===== config.mk =====
export PLATFORM = sky130hd
export DESIGN_NAME = xfer_split
export DESIGN_NICKNAME = d
export VERILOG_FILES = /design/src/rtl/xfer_split_pkg.sv /design/src/rtl/xfer_plan.sv /design/src/rtl/xfer_stage.sv /design/src/rtl/xfer_split.sv
export SDC_FILE = /design/constraint.sdc
export NUM_CORES = 1
export LEC_CHECK = 0
export BUFFER_PORTS_ARGS = -buffer_cell sky130_fd_sc_hd__buf_2
export CAP_MARGIN = 20
export CORE_MARGIN = 3
export CORE_UTILIZATION = 55
export CTS_CLUSTER_DIAMETER = 100
export DETAILED_ROUTE_END_ITERATION = 7
export HOLD_SLACK_MARGIN = 0.1
export PLACE_DENSITY = 0.9
export SYNTH_ARGS = -nofsm -noshare
export SYNTH_HDL_FRONTEND = slang
export SYNTH_SLANG_ARGS = --single-unit

===== constraint.sdc =====
create_clock -name clk -period 4.6 [get_ports clk]
set_input_delay 0.23 -clock clk [delete_from_list [all_inputs] [get_ports clk]]
set_output_delay 0.23 -clock clk [all_outputs]
set_load 0.03 [all_outputs]

===== src/rtl/xfer_split_pkg.sv =====
package xfer_split_pkg;
  // Beat width of one bus transaction
  typedef enum logic {
    BEAT_W32 = 1'b0,
    BEAT_W64 = 1'b1
  } beat_e;
endpackage


===== src/rtl/xfer_plan.sv =====
// Combinational chunk planner: picks the shape of the next transaction.
module xfer_plan
  import xfer_split_pkg::*;
#(
  parameter int CNT_W = 5
) (
  input  logic             wide_ok,   // 64-bit beats allowed for this request
  input  logic             odd_word,  // address bit 2
  input  logic [CNT_W-1:0] rem_words,
  output beat_e            beat,
  output logic [CNT_W-1:0] beats,
  output logic [CNT_W-1:0] used
);
  always_comb begin
    beat  = BEAT_W32;
    beats = CNT_W'(1);
    used  = CNT_W'(1);
    if (wide_ok && !odd_word && rem_words >= CNT_W'(2)) begin
      beat  = BEAT_W64;
      beats = rem_words >> 1;
      used  = (rem_words >> 1) << 1;
    end
  end
endmodule


===== src/rtl/xfer_stage.sv =====
// Registered transaction holding stage facing the bus.
module xfer_stage
  import xfer_split_pkg::*;
#(
  parameter int ADDR_W = 32,
  parameter int CNT_W  = 5
) (
  input  logic              clk,
  input  logic              rst,
  input  logic              load,
  input  logic              clear,
  input  logic [ADDR_W-1:0] ld_addr,
  input  beat_e             ld_beat,
  input  logic [CNT_W-1:0]  ld_len,
  output logic              valid,
  output logic [ADDR_W-1:0] addr,
  output beat_e             beat,
  output logic [CNT_W-1:0]  len
);
  always_ff @(posedge clk) begin
    if (rst) begin
      valid <= 1'b0;
      addr  <= '0;
      beat  <= BEAT_W32;
      len   <= '0;
    end else if (load) begin
      valid <= 1'b1;
      addr  <= ld_addr;
      beat  <= ld_beat;
      len   <= ld_len;
    end else if (clear) begin
      valid <= 1'b0;
    end
  end
endmodule


===== src/rtl/xfer_split.sv =====
module xfer_split
  import xfer_split_pkg::*;
#(
  parameter int BUS_BITS  = 64,
  parameter int ADDR_W    = 32,
  parameter int MAX_WORDS = 16,
  localparam int CNT_W    = $clog2(MAX_WORDS + 1),
  localparam bit WIDE     = (BUS_BITS == 64)
) (
  input  logic              clk,
  input  logic              rst,
  input  logic              req_valid,
  input  logic [ADDR_W-1:0] req_addr,
  input  logic [CNT_W-1:0]  req_words,
  input  logic              req_single,
  output logic              req_ready,
  output logic              bus_valid,
  output logic [ADDR_W-1:0] bus_addr,
  output logic              bus_wide,
  output logic [CNT_W-1:0]  bus_len,
  input  logic              bus_ready,
  output logic              done
);
  logic [ADDR_W-1:0] cur_addr;
  logic [CNT_W-1:0]  rem_q;
  logic              single_q;
  logic              start, accept, last, load;
  logic [ADDR_W-1:0] p_addr;
  logic [CNT_W-1:0]  p_rem, p_beats, p_used;
  logic              p_single;
  beat_e             p_beat, st_beat;

  assign req_ready = !bus_valid;
  assign start     = req_valid && !bus_valid;
  assign accept    = bus_valid && bus_ready;
  assign last      = accept && (rem_q == '0);
  assign load      = start || (accept && rem_q != '0);

  assign p_addr   = start ? req_addr   : cur_addr;
  assign p_rem    = start ? req_words  : rem_q;
  assign p_single = start ? req_single : single_q;

  xfer_plan #(.CNT_W(CNT_W)) u_plan (
    .wide_ok   (WIDE && !p_single),
    .odd_word  (p_addr[2]),
    .rem_words (p_rem),
    .beat      (p_beat),
    .beats     (p_beats),
    .used      (p_used)
  );

  xfer_stage #(.ADDR_W(ADDR_W), .CNT_W(CNT_W)) u_stage (
    .clk     (clk),
    .rst     (rst),
    .load    (load),
    .clear   (last),
    .ld_addr (p_addr),
    .ld_beat (p_beat),
    .ld_len  (p_beats),
    .valid   (bus_valid),
    .addr    (bus_addr),
    .beat    (st_beat),
    .len     (bus_len)
  );

  assign bus_wide = (st_beat == BEAT_W64);

  always_ff @(posedge clk) begin
    if (rst) begin
      cur_addr <= '0;
      rem_q    <= '0;
      single_q <= 1'b0;
      done     <= 1'b0;
    end else begin
      done <= last;
      if (load) begin
        cur_addr <= p_addr + (ADDR_W'(p_used) << 2);
        rem_q    <= p_rem - p_used;
      end
      if (start) single_q <= req_single;
    end
  end


  stall_hold_chk: assert property (@(posedge clk) disable iff (rst)
    bus_valid && !bus_ready |=> bus_valid && $stable(bus_addr) && $stable(bus_wide) && $stable(bus_len));


  single_narrow_chk: assert property (@(posedge clk) disable iff (rst)
    bus_valid && single_q |-> !bus_wide && bus_len == CNT_W'(1));


  wide_align_chk: assert property (@(posedge clk) disable iff (rst)
    bus_valid && bus_wide |-> !bus_addr[2] && bus_len != '0);


  done_after_last_chk: assert property (@(posedge clk) disable iff (rst)
    done |-> $past(bus_valid && bus_ready) && !bus_valid);

  generate
    if (!WIDE) begin : g_narrow

      narrow_bus_chk: assert property (@(posedge clk) disable iff (rst)
        bus_valid |-> !bus_wide && bus_len == CNT_W'(1));
    end
  endgenerate
endmodule


==> qor.csv, run 1 <==
metric,value,unit
critPathSlowestCell,dfxtp_1,
grt_setup_unrepaired,no,
setup_tns,0,ps
drt_first_pass_iters,5,
synth_top_family_by_area,simple AND/OR/NAND/NOR gates,
drc,0,
place_congestion,0.911,
fin_crit,3860,ps
setup_viol,0,
overflow,0,
crit_type,reg -> reg,
netlist_area,4160,um2
power_switching,0.000665,W
totalWireLength,11200,um
outcome,"finished, final reports clean",
synth_xor_area_share,5.47,%
synth_warnings,0,
die-area,8640,um2
p_leak,1.99,nW
synth-adder-area-share,2.29,%
clock.fmax,259,MHz
layout_commonest_cell,nor2_1,
async_reset_ff_share,0,%
worst_ir_drop_vdd,0.000243,V
ys_ff_latch,75,
synthTopCellsByArea,"dfxtp_1 (36%), nor2_1 (7.8%), nand2_1 (7.6%)",
fin_crit_sh,84.0,%
grt_util_all_layers,26.1,%
max_cap_viol_count,0,
internal-power,0.00128,W
grt_max_degree,51,
worstPathRequired,4840,ps
cts_max_path_buffers,2,
final_core_util,66.1,%
drt_iter0_drc,379,
viasPerCell,6.03,
clk_pin_slew,80,ps
hold_path.class,in -> reg,
avgSynthCellArea,7.76,um2
initial_core_util,57.1,%
areaGrowthSynthToFinish,15.9,%
dp_hpwl,7940,um
cts_buffers,9,
vias,4221,
clock_latency,360,ps
hold_viol,0,
fp.coreArea,7290,um2
synth_top_area_share,36.1,%
swShare,34.2,%
wl_per_cell,16.0,um
die_height,93.0,um
cts_resized,0,
cts-root-buf,clkbuf_8,
die_w,93.0,um
synth_fp_nets,585,
p_comb_share,28.3,%
port_buffers,81,
synthFlopType,dfxtp_1,
ys_types,58,
power_frac_seq,39.6,%
cp-end-kind,flop,
cpPeakStageDelay,510,ps
mostFrequentLayoutCells,"nor2_1 (86), nand2_1 (83), buf_2 (81)",
start_kind,flop,
clkPwrFrac,32.0,%
postCtsSetupBuffers,0,
io_pins,83,
rows,31,
ys_seq_area_share,36.1,%
synthCells,536,
synth_edf_count,0,
finalMaxSlewViolations,0,
antenna_cells,0,
synth-compound-area-share,17.1,%
fin_skew,10.8,ps
synthMuxAreaShare,6.29,%
synthSimpleGateAreaFrac,28.1,%
antenna_found_initial,0,
holdBufCountCts,0,
cts-htree-levels,3,
first_global_vias,3956,
ant_nets,0,
cts_num_sinks,75,
cts_tree,built,
worstPathCellList,"nor2b_4, or3_1, o31a_1, nor2_1, inv_1, fa_1, nand2b_1, a21oi_1, o2111ai_1, nor2_2, nand3_1, xor2_1, a22o_1",
fill_cells,619,
drive_gt1_share,19.0,%
layout.nets,645,
slew_headroom,43.2,%
cp.arrival,4100,ps
worst_pin_slew,850,ps
yosysTopAreaCell,dfxtp_1,
grt_pass1_wl,18300,um
worstPathMaxFanout,13,
p_per_area,403,nW/um2
[registers in the layout, indices dropped and copies added (netlist names)]
| register | cells |
|---|---|
| cur_addr | 32 |
| rem_q | 5 |
| done | 1 |
| single_q | 1 |
| u_stage.addr | 30 |
| u_stage.len | 4 |
| u_stage.beat | 1 |
| u_stage.valid | 1 |
[power by group through the flow]
stage	registers, W	logic (W)	clock network (W)
5_1_grt	0.000780	0.000604	0.000655
3_5_place_dp	0.000785	0.000540	0
4_1_cts	0.000770	0.000546	0.000627
6_report	0.000771	0.000551	0.000623
2_1_floorplan	0.000852	0.000327	0
3_3_place_gp	0.000781	0.000525	0
[critical path: cells and delay by family, from the launching register on]
family	cells	cell delay (ps)
fa+ha+maj	1	380
compound gates	4	1110
buf+inv	1	70
simple gates	6	1500
flops	1	510
xor+xnor	1	170
[layer usage]
metal,routed length (um),GRT usage (%)
met1,4550,32.2
met2,5540,44.5
met3,807,5.63
met4,323,10.1
met5,0,0
[kinds of logic after synthesis]
| family | after synthesis |
|---|---|
| adder cells (fa/ha/maj) | 7 |
| AND/OR/NAND/NOR | 254 |
| multiplexers | 26 |
| buffers and inverters | 44 |
| other | 1 |
| AO/OA/AOI/OAI | 103 |
| XOR/XNOR | 26 |
| flip-flops | 75 |
[cell type report]
cell class              instances  area (um2)  area share (%)
multi-input cells             417        2490            51.6
flip-flops and latches         75        1500            31.1
repair buffers                 86         443            9.19
clock buffers                  11         141            2.93
well taps                      99         124            2.57
clock inverters                 5         100            2.08
inverters                       7        26.3           0.545
[per-stage QoR]
step	total power [W]	area (um2)	setup WS (ps)	std cells	hold WS, ps
after global placement	0.00131	4580	950	684	438
after global routing	0.00204	4820	401	700	129
after floorplan	0.00118	4160	566	536	366
final	0.00195	4820	738	700	117
after CTS	0.00194	4820	811	700	109
after detailed placement	0.00132	4580	826	684	449
[final timing paths]
check / from / end / slack (ps) / depth (start not counted)
max: u_stage.valid$_SDFFE_PP0P_ / cur_addr[24]$_SDFFE_PP0P_ / 740 / 13
min: req_addr[0] / cur_addr[0]$_SDFFE_PP0P_ / 120 / 3
max reg2reg: u_stage.valid$_SDFFE_PP0P_ / cur_addr[24]$_SDFFE_PP0P_ / 740 / 13
min reg2reg: single_q$_SDFF_PP0_ / single_q$_SDFF_PP0_ / 460 / 2
[cells in the mapped netlist, types with 7 or more instances]
library cell,n
nand3_1,8
xnor2_1,18
a21oi_1,28
nor2_1,87
clkbuf_1,26
o21ai_0,9
a311oi_1,9
nand2b_1,7
inv_1,7
mux2i_1,25
nor3_1,29
a211oi_1,24
nand2_1,84
dfxtp_1,75
xor2_1,8
Power figures use the tool's default switching activity.
==> inputs of run 2 (changes only) <==
==> constraint.sdc (replaced) <==
create_clock -name clk -period 3.9 [get_ports clk]
set_input_delay 0.195 -clock clk [delete_from_list [all_inputs] [get_ports clk]]
set_output_delay 0.195 -clock clk [all_outputs]
set_load 0.03 [all_outputs]
==> run 2 against run 1 <==
Clock skew is 1.5 ps lower. Die area stayed put. Power is 18% higher. Final area is 1.5% higher. Critical path depth is 5 lower. Via count is 0.64% higher. First-iteration DRC count is 2.9% lower. Worst setup slack worse by 260 ps. Largest power group unchanged. Sequential power is 18% higher. Clock power is 17% higher. Sequential share of layout area is 0.44 points lower.
==> qor.csv, run 2 (synthesis gave the netlist of run 1 again) <==
metric,value,unit
drt_iter0_drc,368,
start_kind,flop,
finalMaxSlewViolations,0,
hold_slack,107,ps
cts_resized,0,
fin_crit_sh,87.7,%
fin_crit,3420,ps
fin_skew,9.29,ps
worst_pin_slew,946,ps
wl_per_cell,16.4,um
drive_gt1_share,19.8,%
clk_pin_slew,80,ps
die_w,93.0,um
grt_util_all_layers,27.8,%
r2r_end,cur_addr[31]$_SDFFE_PP0P_,
areaGrowthSynthToFinish,17.7,%
clock.fmax,292,MHz
cts-htree-levels,3,
clock_latency,350,ps
layout.nets,655,
cp-end-kind,flop,
drc,0,
final_core_util,67.1,%
cts_buffers,9,
cts-root-buf,clkbuf_8,
vias,4248,
cts_max_path_buffers,2,
place_congestion,0.920,
cts_num_sinks,75,
die_height,93.0,um
internal-power,0.00151,W
postCtsSetupBuffers,0,
outcome,"finished, final reports clean",
viasPerCell,5.98,
reg2reg_slack,480,ps
grt_max_degree,51,
antenna_found_initial,0,
io_pins,83,
slew_headroom,36.9,%
mostFrequentLayoutCells,"nor2_1 (86), nand2_1 (83), buf_2 (81)",
cp.arrival,3620,ps
overflow,0,
max_cap_viol_count,0,
worstPathRequired,4100,ps
stdcell_count,710,
setup_tns,0,ps
cts_tree,built,
die-area,8640,um2
first_global_vias,4172,
reg.largest.list,"cur_addr x32, u_stage.addr x30, rem_q x5",
placed_cells,692,
hold_path.class,in -> reg,
preCtsSetupSlack,549,ps
swShare,34.5,%
p_per_area,471,nW/um2
hold_viol,0,
hold_end,single_q$_SDFF_PP0_,
setup_viol,0,
min_from,req_single,
ant_nets,0,
fill_cells,629,
p_comb_share,29.1,%
initial_core_util,57.1,%
p_leak,2.03,nW
hold_depth,3,
grt_pass1_wl,19300,um
worstPathMaxFanout,37,
totalWireLength,11600,um
fp.coreArea,7290,um2
drt_first_pass_iters,7,
clkPwrFrac,31.5,%
fin_ws,481,ps
layout_commonest_cell,nor2_1,
r2r_cells,8,
grt_setup_unrepaired,no,
power_frac_seq,39.4,%
largest_reg_flops,32,
rows,31,
worst_ir_drop_vdd,0.000258,V
top_register,cur_addr,
port_buffers,81,
rr_startpoint,u_stage.valid$_SDFFE_PP0P_,
dp_hpwl,8370,um
crit_path_start,u_stage.valid$_SDFFE_PP0P_,
power_switching,0.000796,W
antenna_cells,0,
crit_type,reg -> reg,
holdBufCountCts,2,
## run 2: cell count changes in the layout (fill, tap and decap cells not counted), sizes merged
cell,previous run,this run
dlygate4sd3,0,2
clkbuf,11,12
clkinv,2,1
buf,86,94
## run 2: area by class of cell
| type | count | area [um2] | share of cell area [%] |
|---|---|---|---|
| inverters | 7 | 26.3 | 0.537 |
| clock buffers | 12 | 135 | 2.76 |
| clock inverters | 4 | 98.8 | 2.02 |
| flip-flops and latches | 75 | 1500 | 30.7 |
| repair buffers | 96 | 523 | 10.7 |
| multi-input cells | 417 | 2490 | 50.8 |
| well taps | 99 | 124 | 2.53 |
## run 2: worst max-delay path by stage
stage	end	slack, ps	cells past startpoint
after global placement	cur_addr[19]$_SDFFE_PP0P_	640	13
after global routing	cur_addr[30]$_SDFFE_PP0P_	220	14
final	cur_addr[31]$_SDFFE_PP0P_	480	8
after floorplan	cur_addr[30]$_SDFFE_PP0P_	20	16
after detailed placement	cur_addr[19]$_SDFFE_PP0P_	550	13
after CTS	cur_addr[19]$_SDFFE_PP0P_	520	12
## run 2: critical path, cell delays in order (launching register included)
cell and delay [ps]:
dfxtp_2 380, nor2b_4 390, buf_4 490, mux2i_1 160
or4_1 640, or4_4 610, o21ai_0 200, nor3b_1 300
a211oi_2 80
## run 2: power by group through the flow
stage | Sequential, W | Clock (W) | Combinational, W
2_1_floorplan | 0.00101 | 0 | 0.000386
3_3_place_gp | 0.000922 | 0 | 0.000640
3_5_place_dp | 0.000926 | 0 | 0.000657
4_1_cts | 0.000909 | 0.000729 | 0.000666
5_1_grt | 0.000919 | 0.000759 | 0.000733
6_report | 0.000909 | 0.000726 | 0.000670
## run 2: per-stage QoR
| stage | total power [W] | instance area [um2] |
|---|---|---|
| 2_1_floorplan | 0.00139 | 4160 |
| 3_3_place_gp | 0.00156 | 4640 |
| 3_5_place_dp | 0.00158 | 4640 |
| 4_1_cts | 0.00230 | 4900 |
| 5_1_grt | 0.00241 | 4900 |
| 6_report | 0.00231 | 4900 |
## run 2: metal layers
layer	wire (um)	vias to the layer above	global-route usage (%)
met5	0	-	0
met4	471	0	15.4
met3	899	39	4.99
met2	5560	209	46.0
met1	4710	1968	34.0
li1	-	2032	-
==> inputs of run 3 (changes only) <==
==> constraint.sdc (replaced) <==
create_clock -name clk -period 3.8 [get_ports clk]
set_input_delay 0.19 -clock clk [delete_from_list [all_inputs] [get_ports clk]]
set_output_delay 0.19 -clock clk [all_outputs]
set_load 0.03 [all_outputs]
==> run 3 against run 2 <==
First-iteration DRC count shrank 0.82%. Register-to-register slack got worse by 210 ps. Clock power up 3.9%. Wire length down 0.96%. Critical path type unchanged.
==> qor.csv, run 3 (synthesis gave the netlist of run 1 again) <==
metric,value,unit
power_frac_seq,39.4,%
drt_first_pass_iters,5,
internal-power,0.00156,W
grt_pass1_wl,18800,um
worst_pin_slew,930,ps
cts_buffers,9,
grt_max_degree,52,
setup_viol,0,
clock_latency,360,ps
overflow,0,
grt_util_all_layers,26.7,%
clkPwrFrac,31.8,%
outcome,"finished, final reports clean",
cp.arrival,3780,ps
mostFrequentLayoutCells,"nor2_1 (86), nand2_1 (83), buf_2 (81)",
dp_hpwl,8110,um
p_leak,2.02,nW
totalWireLength,11500,um
ant_nets,0,
clk_pin_slew,80,ps
layout.nets,652,
place_congestion,0.904,
cts_max_path_buffers,2,
areaGrowthSynthToFinish,17.7,%
crit_type,reg -> reg,
start_kind,flop,
vias,4263,
layout_commonest_cell,nor2_1,
cts-htree-levels,3,
io_pins,83,
clock.fmax,284,MHz
rows,31,
cp-end-kind,flop,
hold_depth,3,
wl_per_cell,16.3,um
die_w,93.0,um
drc,0,
first_global_vias,4109,
port_buffers,81,
top_register,cur_addr,
hold_viol,0,
antenna_found_initial,1,
swShare,34.1,%
reg.largest.list,"cur_addr x32, u_stage.addr x30, rem_q x5",
die_height,93.0,um
cts_num_sinks,75,
cts-root-buf,clkbuf_8,
fin_crit,3530,ps
fp.coreArea,7290,um2
worst_ir_drop_vdd,0.000260,V
drive_gt1_share,19.7,%
viasPerCell,6.02,
die-area,8640,um2
slew_headroom,38.0,%
fin_crit_sh,92.8,%
setup_tns,0,ps
hold_path.class,in -> reg,
power_switching,0.000810,W
drt_iter0_drc,365,
finalMaxSlewViolations,0,
initial_core_util,57.1,%
cts_tree,built,
worstPathRequired,4050,ps
largest_reg_flops,32,
hold_slack,101,ps
worstPathMaxFanout,14,
fin_skew,9.54,ps
grt_setup_unrepaired,no,
p_comb_share,28.8,%
max_cap_viol_count,0,
r2r_cells,13,
p_per_area,485,nW/um2
==> run 3: cell count changes in the layout (fill, tap and decap cells not counted) <==
cell        previous run  this run
o2111ai_2              0         1
nor2_4                 0         1
diode_2                0         1
nor2_2                 2         1
clkinv_4               1         0
clkbuf_8               9        10
buf_4                 13        10
clkbuf_1               3         2
clkinvlp_4             0         1
o2111ai_1              1         0
==> run 3: final cells by class <==
cell class              count  area, um2
inverters                   7       26.3
flip-flops and latches     75       1500
multi-input cells         417       2500
fillers                   618       2400
clock inverters             4       97.6
diodes                      1       2.50
well taps                  99        124
clock buffers              12        145
repair buffers             93        500
==> run 3: stage by stage <==
| stage | instance area [um2] | setup slack [ps] | instances | util, % | total power [W] |
|---|---|---|---|---|---|
| floorplan | 4170 | 6.87 | 536 | - | 0.00143 |
| global placement | 4630 | 472 | 689 | 63.4 | 0.00159 |
| detailed placement | 4630 | 275 | 689 | 63.4 | 0.00162 |
| CTS | 4890 | 270 | 707 | 67.0 | 0.00237 |
| global route | 4900 | 25.0 | 708 | 67.1 | 0.00249 |
| finish | 4900 | 273 | 708 | 67.1 | 0.00237 |
==> run 3: path summary, 6_finish.rpt <==
check / start / end / slack (ps)
setup reg to reg: u_stage.valid$_SDFFE_PP0P_ / cur_addr[30]$_SDFFE_PP0P_ / 270
setup / recovery: u_stage.valid$_SDFFE_PP0P_ / cur_addr[30]$_SDFFE_PP0P_ / 270
hold reg to reg: cur_addr[22]$_SDFFE_PP0P_ / cur_addr[22]$_SDFFE_PP0P_ / 450
hold / removal: req_single / single_q$_SDFF_PP0_ / 100
==> run 3: repair_timing <==
action	CTS	global route
hold endpoints to repair	2	0
endpoints found under the setup margin	0	1
setup buffers	0	0
resized for setup	0	1
hold buffers	2	0
==> run 3: per-layer routing <==
metal,vias to the layer above,global-route usage [%],routed length (um)
li1,2021,-,-
met1,1989,31.2,4600
met2,209,45.8,5740
met3,44,5.39,804
met4,0,14.0,377
met5,-,0,0
==> run 3: worst max-delay path, stage by stage (launching register included) <==
cell and delay, ps:
dfxtp_2 440, nor2b_4 130, or3_1 340, o31a_1 130, nor2_1 170, inv_1 90, fa_1 390, nand2b_1 190
a21oi_1 360, o2111ai_2 340, nor2_4 310, nand3_1 120, xor2_1 150, a22o_1 240
==> run 3: power groups by stage <==
stage	clock, W	sequential, W	combinational [W]
final	0.000754	0.000935	0.000683
after global routing	0.000799	0.000945	0.000745
after CTS	0.000758	0.000934	0.000676
after detailed placement	0	0.000951	0.000667
after global placement	0	0.000947	0.000646
after floorplan	0	0.00103	0.000397
